==> src/rtl/dmarb_pkg.sv <==
package dmarb_pkg;

    typedef enum logic [3:0] {
        SEL_NONE,
        SEL_VERSION,
        SEL_BUSMODE,
        SEL_POLL,
        SEL_RXBASE,
        SEL_TXBASE,
        SEL_STATUS,
        SEL_CTRL,
        SEL_INTEN,
        SEL_TXCUR,
        SEL_RXCUR
    } reg_sel_e;

    localparam int unsigned BANK_WORDS  = 32'h400;
    localparam int unsigned W_VERSION   = 32'h008;
    localparam int unsigned W_BUSMODE   = 32'h3C0;
    localparam int unsigned W_POLL      = 32'h3C1;
    localparam int unsigned W_RXBASE    = 32'h3C3;
    localparam int unsigned W_TXBASE    = 32'h3C4;
    localparam int unsigned W_STATUS    = 32'h3C5;
    localparam int unsigned W_CTRL      = 32'h3C6;
    localparam int unsigned W_INTEN     = 32'h3C7;
    localparam int unsigned W_TXCUR     = 32'h3D2;
    localparam int unsigned W_RXCUR     = 32'h3D3;

    localparam logic [31:0] VERSION_VALUE = 32'h0000_1012;
    localparam int unsigned RX_RUN_BIT = 1;
    localparam int unsigned TX_RUN_BIT = 13;

endpackage

==> src/rtl/dmarb_decode.sv <==
module dmarb_decode
    import dmarb_pkg::*;
#(
    parameter int unsigned WORD_W = 12
) (
    input  logic [WORD_W-1:0] word_idx,
    output reg_sel_e          sel
);

    logic in_bank;
    assign in_bank = (32'(word_idx) < BANK_WORDS);

    always_comb begin
        sel = SEL_NONE;
        if (in_bank) begin
            unique case (32'(word_idx))
                W_VERSION: sel = SEL_VERSION;
                W_BUSMODE: sel = SEL_BUSMODE;
                W_POLL:    sel = SEL_POLL;
                W_RXBASE:  sel = SEL_RXBASE;
                W_TXBASE:  sel = SEL_TXBASE;
                W_STATUS:  sel = SEL_STATUS;
                W_CTRL:    sel = SEL_CTRL;
                W_INTEN:   sel = SEL_INTEN;
                W_TXCUR:   sel = SEL_TXCUR;
                W_RXCUR:   sel = SEL_RXCUR;
                default:   sel = SEL_NONE;
            endcase
        end
    end

endmodule

==> src/rtl/dmarb_status.sv <==
module dmarb_status #(
    parameter int unsigned DATA_W = 32
) (
    input  logic              clk,
    input  logic              rst_n,
    input  logic              clr_en,
    input  logic [DATA_W-1:0] clr_mask,
    input  logic [DATA_W-1:0] set_vec,
    output logic [DATA_W-1:0] status_q
);

    logic [DATA_W-1:0] kept;
    assign kept = clr_en ? (status_q & ~clr_mask) : status_q;

    always_ff @(posedge clk) begin
        if (!rst_n) begin
            status_q <= '0;
        end else begin
            status_q <= kept | set_vec;
        end
    end

endmodule

==> src/rtl/dmarb_listptr.sv <==
module dmarb_listptr #(
    parameter int unsigned DATA_W = 32
) (
    input  logic              clk,
    input  logic              rst_n,
    input  logic              base_we,
    input  logic              cur_we,
    input  logic [DATA_W-1:0] wdata,
    output logic [DATA_W-1:0] base_q,
    output logic [DATA_W-1:0] cur_q
);

    always_ff @(posedge clk) begin
        if (!rst_n) begin
            base_q <= '0;
            cur_q  <= '0;
        end else begin
            if (base_we) begin
                base_q <= wdata;
                cur_q  <= wdata;
            end else if (cur_we) begin
                cur_q  <= wdata;
            end
        end
    end

endmodule

==> src/rtl/dma_regbank.sv <==
module dma_regbank
    import dmarb_pkg::*;
#(
    parameter int unsigned ADDR_W = 14,
    parameter int unsigned DATA_W = 32
) (
    input  logic              clk,
    input  logic              rst_n,
    input  logic              bus_wr,
    input  logic              bus_rd,
    input  logic [ADDR_W-1:0] bus_addr,
    input  logic [DATA_W-1:0] bus_wdata,
    output logic [DATA_W-1:0] bus_rdata,
    input  logic [DATA_W-1:0] sts_set,
    output logic              irq,
    output logic              rx_enable,
    output logic              tx_enable,
    output logic [DATA_W-1:0] rx_list_base,
    output logic [DATA_W-1:0] tx_list_base,
    output logic [DATA_W-1:0] rx_cur_desc,
    output logic [DATA_W-1:0] tx_cur_desc,
    output logic              tx_poll_kick
);

    localparam int unsigned WORD_W = ADDR_W - 2;
    localparam int unsigned NPTR   = 2;

    logic [WORD_W-1:0] word_idx;
    logic [1:0]        unused_lsb;
    reg_sel_e          sel;

    assign word_idx   = bus_addr[ADDR_W-1:2];
    assign unused_lsb = bus_addr[1:0];

    dmarb_decode #(.WORD_W(WORD_W)) u_dec (
        .word_idx (word_idx),
        .sel      (sel)
    );

    logic [DATA_W-1:0] busmode_q, ctrl_q, inten_q, status_q;
    logic              kick_q;

    always_ff @(posedge clk) begin
        if (!rst_n) begin
            busmode_q <= '0;
            ctrl_q    <= '0;
            inten_q   <= '0;
            kick_q    <= 1'b0;
        end else begin
            kick_q <= bus_wr && (sel == SEL_POLL);
            if (bus_wr) begin
                unique case (sel)
                    SEL_BUSMODE: busmode_q <= {bus_wdata[DATA_W-1:1], 1'b0};
                    SEL_CTRL:    ctrl_q    <= bus_wdata;
                    SEL_INTEN:   inten_q   <= bus_wdata;
                    default:     ;
                endcase
            end
        end
    end

    dmarb_status #(.DATA_W(DATA_W)) u_sts (
        .clk      (clk),
        .rst_n    (rst_n),
        .clr_en   (bus_wr && (sel == SEL_STATUS)),
        .clr_mask (bus_wdata),
        .set_vec  (sts_set),
        .status_q (status_q)
    );

    // index 0 = receive, index 1 = transmit
    logic [NPTR-1:0]   base_we, cur_we;
    logic [DATA_W-1:0] base_q [NPTR];
    logic [DATA_W-1:0] cur_q  [NPTR];

    assign base_we[0] = bus_wr && (sel == SEL_RXBASE);
    assign base_we[1] = bus_wr && (sel == SEL_TXBASE);
    assign cur_we[0]  = bus_wr && (sel == SEL_RXCUR);
    assign cur_we[1]  = bus_wr && (sel == SEL_TXCUR);

    for (genvar g = 0; g < NPTR; g++) begin : g_ptr
        dmarb_listptr #(.DATA_W(DATA_W)) u_ptr (
            .clk     (clk),
            .rst_n   (rst_n),
            .base_we (base_we[g]),
            .cur_we  (cur_we[g]),
            .wdata   (bus_wdata),
            .base_q  (base_q[g]),
            .cur_q   (cur_q[g])
        );
    end

    logic [DATA_W-1:0] rd_val;

    always_comb begin
        rd_val = '0;
        unique case (sel)
            SEL_VERSION: rd_val = DATA_W'(VERSION_VALUE);
            SEL_BUSMODE: rd_val = busmode_q;
            SEL_RXBASE:  rd_val = base_q[0];
            SEL_TXBASE:  rd_val = base_q[1];
            SEL_STATUS:  rd_val = status_q;
            SEL_CTRL:    rd_val = ctrl_q;
            SEL_INTEN:   rd_val = inten_q;
            SEL_RXCUR:   rd_val = cur_q[0];
            SEL_TXCUR:   rd_val = cur_q[1];
            default:     rd_val = '0;
        endcase
    end

    always_ff @(posedge clk) begin
        if (!rst_n) begin
            bus_rdata <= '0;
        end else if (bus_rd) begin
            bus_rdata <= rd_val;
        end
    end

    assign irq          = |(status_q & inten_q);
    assign rx_enable    = ctrl_q[RX_RUN_BIT];
    assign tx_enable    = ctrl_q[TX_RUN_BIT];
    assign rx_list_base = base_q[0];
    assign tx_list_base = base_q[1];
    assign rx_cur_desc  = cur_q[0];
    assign tx_cur_desc  = cur_q[1];
    assign tx_poll_kick = kick_q;

endmodule

==> config.mk <==
export PLATFORM = sky130hd
export DESIGN_NAME = dma_regbank
export DESIGN_NICKNAME = d
export VERILOG_FILES = /design/src/rtl/dmarb_pkg.sv /design/src/rtl/dmarb_decode.sv /design/src/rtl/dmarb_status.sv /design/src/rtl/dmarb_listptr.sv /design/src/rtl/dma_regbank.sv
export SDC_FILE = /design/constraint.sdc
export NUM_CORES = 1
export LEC_CHECK = 0
export ABC_CLOCK_PERIOD_IN_PS = 2500
export BUFFER_PORTS_ARGS = -buffer_cell sky130_fd_sc_hd__clkbuf_2
export CORE_UTILIZATION = 50
export DETAILED_ROUTE_END_ITERATION = 8
export HOLD_SLACK_MARGIN = 0.08
export PLACE_DENSITY_LB_ADDON = 0.12
export SYNTH_ARGS = -nofsm -noshare
export SYNTH_HDL_FRONTEND = slang
export SYNTH_SLANG_ARGS = --single-unit
==> constraint.sdc <==
create_clock -name clk -period 2.5 [get_ports clk]
set_input_delay 0.5 -clock clk [delete_from_list [all_inputs] [get_ports clk]]
set_output_delay 0.5 -clock clk [all_outputs]
set_load 0.02 [all_outputs]
==> metrics.txt, run 1 <==
ys async rst share=0; clock transition at the registers of the reported paths=0.06 ns; mean post-synth cell area=8.06 um2; Yosys top cell by area=dfxtp_1; Placed Area=14300 um2; TritonCTS Buffers=30; routed wire length=47000 um; WHS=0.136 ns; FF+latch count, synth=288; first-pass GRT wire length=71000 um; setup violators final=1; Max clock buf depth=3; H-tree Lvls=1; DRT Pass-1 Iters=7; met3 WL post-DR=4410 um; slew at the pin closest to its max-slew limit=0.756 ns; Fin Setup TNS=-0.0561 ns; largest delay contributor family on the critical path=simple AND/OR/NAND/NOR gates; crit path max fanout=2; top cell type's share of synthesized area=0.463; syn_nets=1628; Layout Nets=1824; placed cells=2033; Max Clk Rate=391 MHz; ys flop type=dfxtp_1; Detailed Place HPWL=32700 um; commonest non-fill, non-tap cell in the layout=nand2_1; Core ar.=24400 um2; die extent in y=160 um; R2R Setup Slk=1.02 ns; DRC Markers=0; DR WL met2=21200 um; CP Class=reg -> out; via count=12.6k; CTS Root Cell=clkbuf_16; most frequent cells in the layout=462 x nand2_1, 284 x dfxtp_1, 242 x clkbuf_2; max incr delay on CP=0.43 ns; RSZ-0062 raised after global routing=true; Metal-1 WL=19000 um; CP Launch Type=flop; number of cells on the critical path=5; number of vias per cell=6.04; top-level port count=246; WP buf/inv=1; R2R Path End=bus_rdata[25]; hold buffer count at cts=0; Synth cell types=60; Clk Latency, worst-skew pair=0.57 ns; EDFF count, synth=0; Yosys warning count=0; post-layout util=0.628; initial cell density of the core=0.511; max_cap viols=0; Avg WL per Cell=22.5 um; Worst Path Arrival=2.06 ns; Setup crit end kind=output port; Leak=0.00573 uW; Min Clock Period, post-route=2.56 ns; Die W=160 um; Worst Hold Class=in -> reg; failing checks=setup timing; top sig layer=met4; largest cells by area after synthesis=dfxtp_1 46%, nand2_1 14%, a21oi_1 9.3%; maximum vdd drop=0.491 mV; All-Layer GR Usage=0.361; power per standard cell area=622 nW/um2; cell count of the worst reg-to-reg path=4; worst r2r src=g_ptr[0].u_ptr.base_q[25]; vias in the first global route=11.7k; largest net degree at the start of global routing=64; Final Wtd Congestion=0.916; Final Skew=0.0171 ns; Hold Crit Depth=2; critical path capture point=irq; Synth Cell Area=12500 um2; crit-path cells=a22o_1, a221oi_2, nand3_1, or4_4, buf_8; Layout Cells excl Fill=2088; max_slew headroom=0.491; status=finished with violations; DRT iter0 DRCs=1468; post-route design area=15300 um2; final hold violation count=0; sequential element share of the synthesized area=0.463; final worst slack=-0.0561 ns; initial antenna violation count=0; Syn Inst Count=1546; clk sink count=288; fin crit share=1.02; GRT overflow=0; Port Buf Inserts=243; layout cell share with drive strength beyond 1=0.223; die area=25600 um2; CP max-delay cell=or4_4; fin. max-slew vios=0; Worst EP required=2.00 ns; TritonCTS clock tree=done; row count=57; diode count=0; Routed Antenna Nets=0; Synth-to-Final Area Change=23.0%; CP startpoint=inten_q[13]
-- area by class of cell --
cell class	instances	area, um2
clock buffers	44	873
clock inverters	10	88.8
fillers	2240	9070
inverters	1	8.76
multi-input cells	1100	6080
flip-flops and latches	288	5770
well taps	324	405
repair buffers	321	2100
-- worst min path at each step --
stage	slack, ns	start	end
detailed placement	0.45	ctrl_q[11]	ctrl_q[11]
floorplan	0.44	busmode_q[11]	busmode_q[11]
global placement	0.44	ctrl_q[31]	ctrl_q[31]
finish	0.14	sts_set[11]	u_sts.status_q[11]
global route	0.13	sts_set[14]	u_sts.status_q[14]
CTS	0.13	sts_set[11]	u_sts.status_q[11]
-- power by group --
group | total [uW] | switching, uW | internal (uW) | leakage (uW)
Sequential | 4670 | 44.3 | 4630 | 0.00233
Clock | 4380 | 1870 | 2510 | 0.000477
Combinational | 481 | 323 | 158 | 0.00292
-- kinds of logic after synthesis --
kind of cell	Yosys count	share of synthesized area
multiplexers	20	0.0164
buffers and inverters	158	0.0539
flip-flops	288	0.463
AO/OA/AOI/OAI	512	0.272
AND/OR/NAND/NOR	568	0.196
-- cell usage after synthesis (3+ instances only) --
cell / number
o32ai_1: 4
a221oi_1: 21
a21oi_1: 232
dfxtp_1: 288
nand4_1: 5
clkbuf_1: 109
nand3b_1: 4
buf_6: 3
mux2i_1: 17
nand3_1: 13
and2_1: 5
o211ai_1: 3
o21bai_1: 3
buf_2: 42
o22ai_1: 4
a2bb2oi_1: 3
o221a_1: 22
nor2b_1: 27
and3_1: 8
nor4_1: 4
a22oi_1: 80
nand2_1: 462
nand2b_1: 8
a221o_1: 9
o21ai_1: 4
a211oi_1: 5
a32oi_1: 3
a21boi_0: 32
a22o_1: 5
mux2_2: 3
nor4bb_1: 4
o21ai_0: 35
o21a_1: 34
nor2_1: 9
-- stage by stage --
step                      worst slack [ns]  power (uW)
final                              -0.0561        9530
after global routing               -0.0930        9770
after CTS                          -0.0810        9540
after detailed placement          0.000796        5240
after global placement            -0.00775        5240
after floorplan                      0.334        5000
-- routing by layer --
layer,vias up,global-route usage
li1,5805,-
met1,5998,0.488
met2,713,0.570
met3,103,0.0501
met4,0,0.172
met5,-,0
-- state kept, by name, summed over array words and instances (netlist names) --
register and cells:
bus_rdata 32, g_ptr.u_ptr.base_q 64, busmode_q 31, inten_q 32, g_ptr.u_ptr.cur_q 64, ctrl_q 32, u_sts.status_q 32, tx_poll_kick 1
-- what timing repair did --
item / in CTS / in global routing
buffers inserted: 1 / 0
gates resized for setup: 9 / 1
setup endpoints to repair: 1 / 1
pin swaps: 3 / 1
(Power assumes the default switching activity.)
==> inputs of run 2 (changes only) <==
- ABC_CLOCK_PERIOD_IN_PS: 2500 -> 2300
- clock period: 2.5 -> 2.3 ns (I/O delays scaled with it)
==> run 2 against run 1 <==
  * The flow still finishes with violations (setup timing)
  * Non-clock buffer count rose by 26
  * Wire length rose by 0.61%
  * Sequential cell count did not move
  * Critical path type unchanged
  * Critical endpoint unchanged
  * Largest power group unchanged
  * Highest routed layer unchanged
==> metrics.txt, run 2 (synthesis gave the netlist of run 1 again) <==
Max clock buf depth=3; via count=12.8k; clk sink count=288; Final Skew=0.00971 ns; global-route met2 utilization=0.578; P_sw=2410 uW; setup violators final=1; TritonCTS clock tree=done; Layout Nets=1850; clock transition at the registers of the reported paths=0.06 ns; Switching Share=0.227; CP Class=reg -> out; Worst Hold Class=in -> reg; fin. max-slew vios=0; Die W=160 um; Combinational Power Share=0.051; max_cap viols=0; Max Clk Rate=391 MHz; Clk Latency, worst-skew pair=0.56 ns; internal power=8170 uW; routed wire length=47300 um; Core ar.=24400 um2; number of vias per cell=6.06; final worst slack=-0.256 ns; CTS Root Cell=clkbuf_16; RSZ-0062 raised after global routing=true; fillcell total=2119; final hold violation count=0; power per standard cell area=679 nW/um2; placed cells=2060; maximum vdd drop=0.546 mV; Setup crit end kind=output port; DRT Pass-1 Iters=6; sequential power share=0.480; Routed Antenna Nets=0; most frequent cells in the layout=462 x nand2_1, 285 x dfxtp_1, 242 x clkbuf_2; layout cell share with drive strength beyond 1=0.234; diode count=0; Final Total Pwr=10600 uW; TritonCTS Buffers=30; GRT overflow=0; Worst Path Arrival=2.10 ns; CP Launch Type=flop; Detailed Place HPWL=33400 um; clock group share of total power=0.469; initial cell density of the core=0.511; largest registers=g_ptr.u_ptr.base_q (64), g_ptr.u_ptr.cur_q (64); Min Clock Period, post-route=2.56 ns; top-level port count=246; commonest non-fill, non-tap cell in the layout=nand2_1; Post-CTS Setup Repair Bufs=0; initial antenna violation count=0; GRT met3 Usage=0.0548; M1 GR Usage=0.479; first-pass GRT wire length=71200 um; All-Layer GR Usage=0.362; DP Worst Slack=-0.120 ns; Synth-to-Final Area Change=24.9%; DRT iter0 DRCs=1421; crit path max fanout=3; row count=57; vias in the first global route=11.8k; WHS=0.108 ns; die extent in y=160 um; hold buffer count at cts=0; Layout Cells excl Fill=2113; DRC Markers=0; Fin Setup TNS=-0.256 ns; H-tree Lvls=1; Port Buf Inserts=243; status=finished with violations; Avg WL per Cell=22.4 um; slew at the pin closest to its max-slew limit=0.562 ns; Worst EP required=1.84 ns; max_slew headroom=0.621; failing checks=setup timing; largest net degree at the start of global routing=65; fin crit share=1.11; Final Wtd Congestion=0.935; die area=25600 um2; global route hottest layer=met2; Leak=0.00589 uW
-- run 2: through the flow --
stage | utilization | cell area, um2
3_3_place_gp | 0.596 | 14500
5_1_grt | 0.638 | 15600
4_1_cts | 0.638 | 15600
3_5_place_dp | 0.596 | 14500
6_report | 0.638 | 15600
2_1_floorplan | - | 12500
-- run 2: area by class of cell --
cell class              count  area, um2  share of cell area
repair buffers            347       2290               0.147
multi-input cells        1100       6080               0.390
flip-flops and latches    288       5770               0.371
well taps                 324        405              0.0260
clock buffers              46        922              0.0592
inverters                   1       8.76            0.000563
clock inverters             7       87.6             0.00563
-- run 2: layer usage --
| metal | up-vias | share of wire |
|---|---|---|
| li1 | 5858 | - |
| met1 | 6013 | 0.39 |
| met2 | 799 | 0.45 |
| met3 | 126 | 0.10 |
| met4 | 0 | 0.051 |
| met5 | - | 0 |
-- run 2: worst paths after layout --
| path | start | endpoint | slack, ns | cells past startpoint |
|---|---|---|---|---|
| hold / removal | sts_set[24] | u_sts.status_q[24] | 0.11 | 2 |
| setup / recovery | inten_q[27] | irq | -0.26 | 5 |
| setup reg to reg | g_ptr[0].u_ptr.base_q[25] | bus_rdata[25] | 0.78 | 4 |
| hold reg to reg | ctrl_q[15] | ctrl_q[15] | 0.45 | 2 |
-- run 2: worst max-delay path: stages (launching register included) --
cell and delay [ns]:
dfxtp_2 0.35, a22o_1 0.24, a221oi_2 0.16, nand3_1 0.12, or4_4 0.52, buf_8 0.15
-- run 2: power groups by stage --
stage          Clock, uW  Combinational, uW  Sequential (uW)
6_report            4960                541             5080
5_1_grt             5210                563             5080
4_1_cts             4990                530             5070
3_5_place_dp           0                527             5180
3_3_place_gp           0                525             5180
2_1_floorplan          0                273             5160
-- run 2: timing repair --
item                       4_1_cts  5_1_grt
resized for setup                8        2
pin swaps                        3        2
setup endpoints to repair        1        1
==> inputs of run 3 (changes only) <==
- CORE_ASPECT_RATIO: default -> 1.5
==> run 3 against run 2 <==
  * The flow still finishes with violations (setup timing)
  * Count of clock-buffer cells in the layout shrank 3
  * Sequential power is essentially flat
  * Final cell count grew 0.24%
  * Largest cell class unchanged
  * Maximum frequency grew 0.94%
  * Critical path depth is the same
  * First-iteration DRC count shrank 16%
  * Hold slack gained 0.014 ns
  * Critical path type unchanged
==> metrics.txt, run 3 (synthesis gave the netlist of run 1 again) <==
Layout Nets=1858; Max Clk Rate=395 MHz; TritonCTS Buffers=28; Routed Antenna Nets=0; maximum vdd drop=0.540 mV; diode count=0; initial cell density of the core=0.510; Die W=131 um; largest net degree at the start of global routing=60; Layout Cells excl Fill=2118; max incr delay on CP=0.44 ns; fin. max-slew vios=0; Worst Path Arrival=2.07 ns; TritonCTS clock tree=done; CP Launch Type=flop; DRT Pass-1 Iters=5; max_slew headroom=0.620; RSZ-0062 raised after global routing=true; GRT overflow=0; crit path max fanout=3; number of vias per cell=5.98; H-tree Lvls=1; Port Buf Inserts=243; All-Layer GR Usage=0.382; Hold Crit Depth=2; placed cells=2068; Worst EP required=1.84 ns; layout cell share with drive strength beyond 1=0.234; Detailed Place HPWL=35100 um; fin crit share=1.10; fillcell total=2210; largest registers=g_ptr.u_ptr.base_q (64), g_ptr.u_ptr.cur_q (64); Max clock buf depth=3; final hold violation count=0; Worst Hold Class=in -> reg; Clk Latency, worst-skew pair=0.55 ns; hold buffer count at cts=0; via count=12.7k; slew at the pin closest to its max-slew limit=0.565 ns; failing checks=setup timing; Setup crit end kind=output port; Avg WL per Cell=23.1 um; power per standard cell area=657 nW/um2; Leak=0.00587 uW; die area=25600 um2; DRT iter0 DRCs=1189; routed wire length=48900 um; CP Class=reg -> out; status=finished with violations; CP max-delay cell=or4_4; WHS=0.121 ns; Min Clock Period, post-route=2.53 ns; vias in the first global route=11.9k; first-pass GRT wire length=72200 um; row count=70; DRC Markers=0; max_cap viols=0; clock transition at the registers of the reported paths=0.06 ns; die extent in y=195 um; commonest non-fill, non-tap cell in the layout=nand2_1; setup violators final=1; Final Wtd Congestion=0.949; initial antenna violation count=0; post-layout util=0.636; crit-path cells=a22o_1, a221oi_2, nand3_1, or4_4, buf_8; clk sink count=288; Synth-to-Final Area Change=24.7%; Core ar.=24400 um2; final worst slack=-0.232 ns; Final Skew=0.0122 ns; Final Total Pwr=10200 uW; most frequent cells in the layout=462 x nand2_1, 285 x dfxtp_1, 242 x clkbuf_2; cell count of the worst reg-to-reg path=4; DP Worst Slack=-0.135 ns; CTS Root Cell=clkbuf_16; top-level port count=246
==> run 3: cell types whose count changed in the layout (fill, tap and decap cells not counted), sizes merged <==
cell,before,now
buf,105,115
clkbuf,288,285
clkinv,4,2
==> run 3: area by class of cell <==
cell class / count / area (um2) / area share
Multi-Input combinational cell: 1100 / 6070 / 0.391
Sequential cell: 288 / 5770 / 0.372
Timing Repair Buffer: 357 / 2380 / 0.153
Clock buffer: 43 / 818 / 0.0527
Tap cell: 324 / 405 / 0.0261
Clock inverter: 5 / 77.6 / 0.00499
Inverter: 1 / 8.76 / 0.000564
==> run 3: final timing paths <==
check	to	from	slack, ns
max	irq	inten_q[13]	-0.23
min	u_sts.status_q[4]	sts_set[4]	0.12
max reg2reg	bus_rdata[18]	g_ptr[0].u_ptr.base_q[18]	0.86
min reg2reg	ctrl_q[15]	ctrl_q[15]	0.45
==> run 3: critical path: cells and delay by family (launching register included) <==
family                 cells  cell delay, ns
and+or+nand+nor            2            0.55
AOI/OAI and AO/OA          2            0.50
DFF                        1            0.32
buffers and inverters      1            0.15
==> run 3: per-stage QoR <==
| step | cell area [um2] | setup TNS [ns] |
|---|---|---|
| CTS | 15500 | -0.210 |
| floorplan | 12500 | 0 |
| global route | 15500 | -0.272 |
| detailed placement | 14600 | -5.70 |
| global placement | 14600 | -4.38 |
| finish | 15500 | -0.232 |
==> run 3: power by group <==
group          internal (uW)  total, uW  leakage, uW  switching [uW]
Combinational            180        548      0.00310             367
Sequential              5030       5070      0.00233            46.9
Clock                   2650       4590     0.000434            1940
==> run 3: layer usage <==
metal / vias up / part of all wire / routed length, um / track usage
met3: 141 / 0.064 / 3110 / 0.0400
met1: 6054 / 0.38 / 18500 / 0.460
met5: - / 0 / 0 / 0
li1: 5857 / - / - / -
met4: 0 / 0.078 / 3830 / 0.267
met2: 609 / 0.48 / 23400 / 0.628
==> run 3: timing repair <==
item,4_1_cts,5_1_grt
pin swaps,5,1
resized for setup,9,1
cloned,0,0
setup endpoints to repair,1,1
buffers inserted,2,0
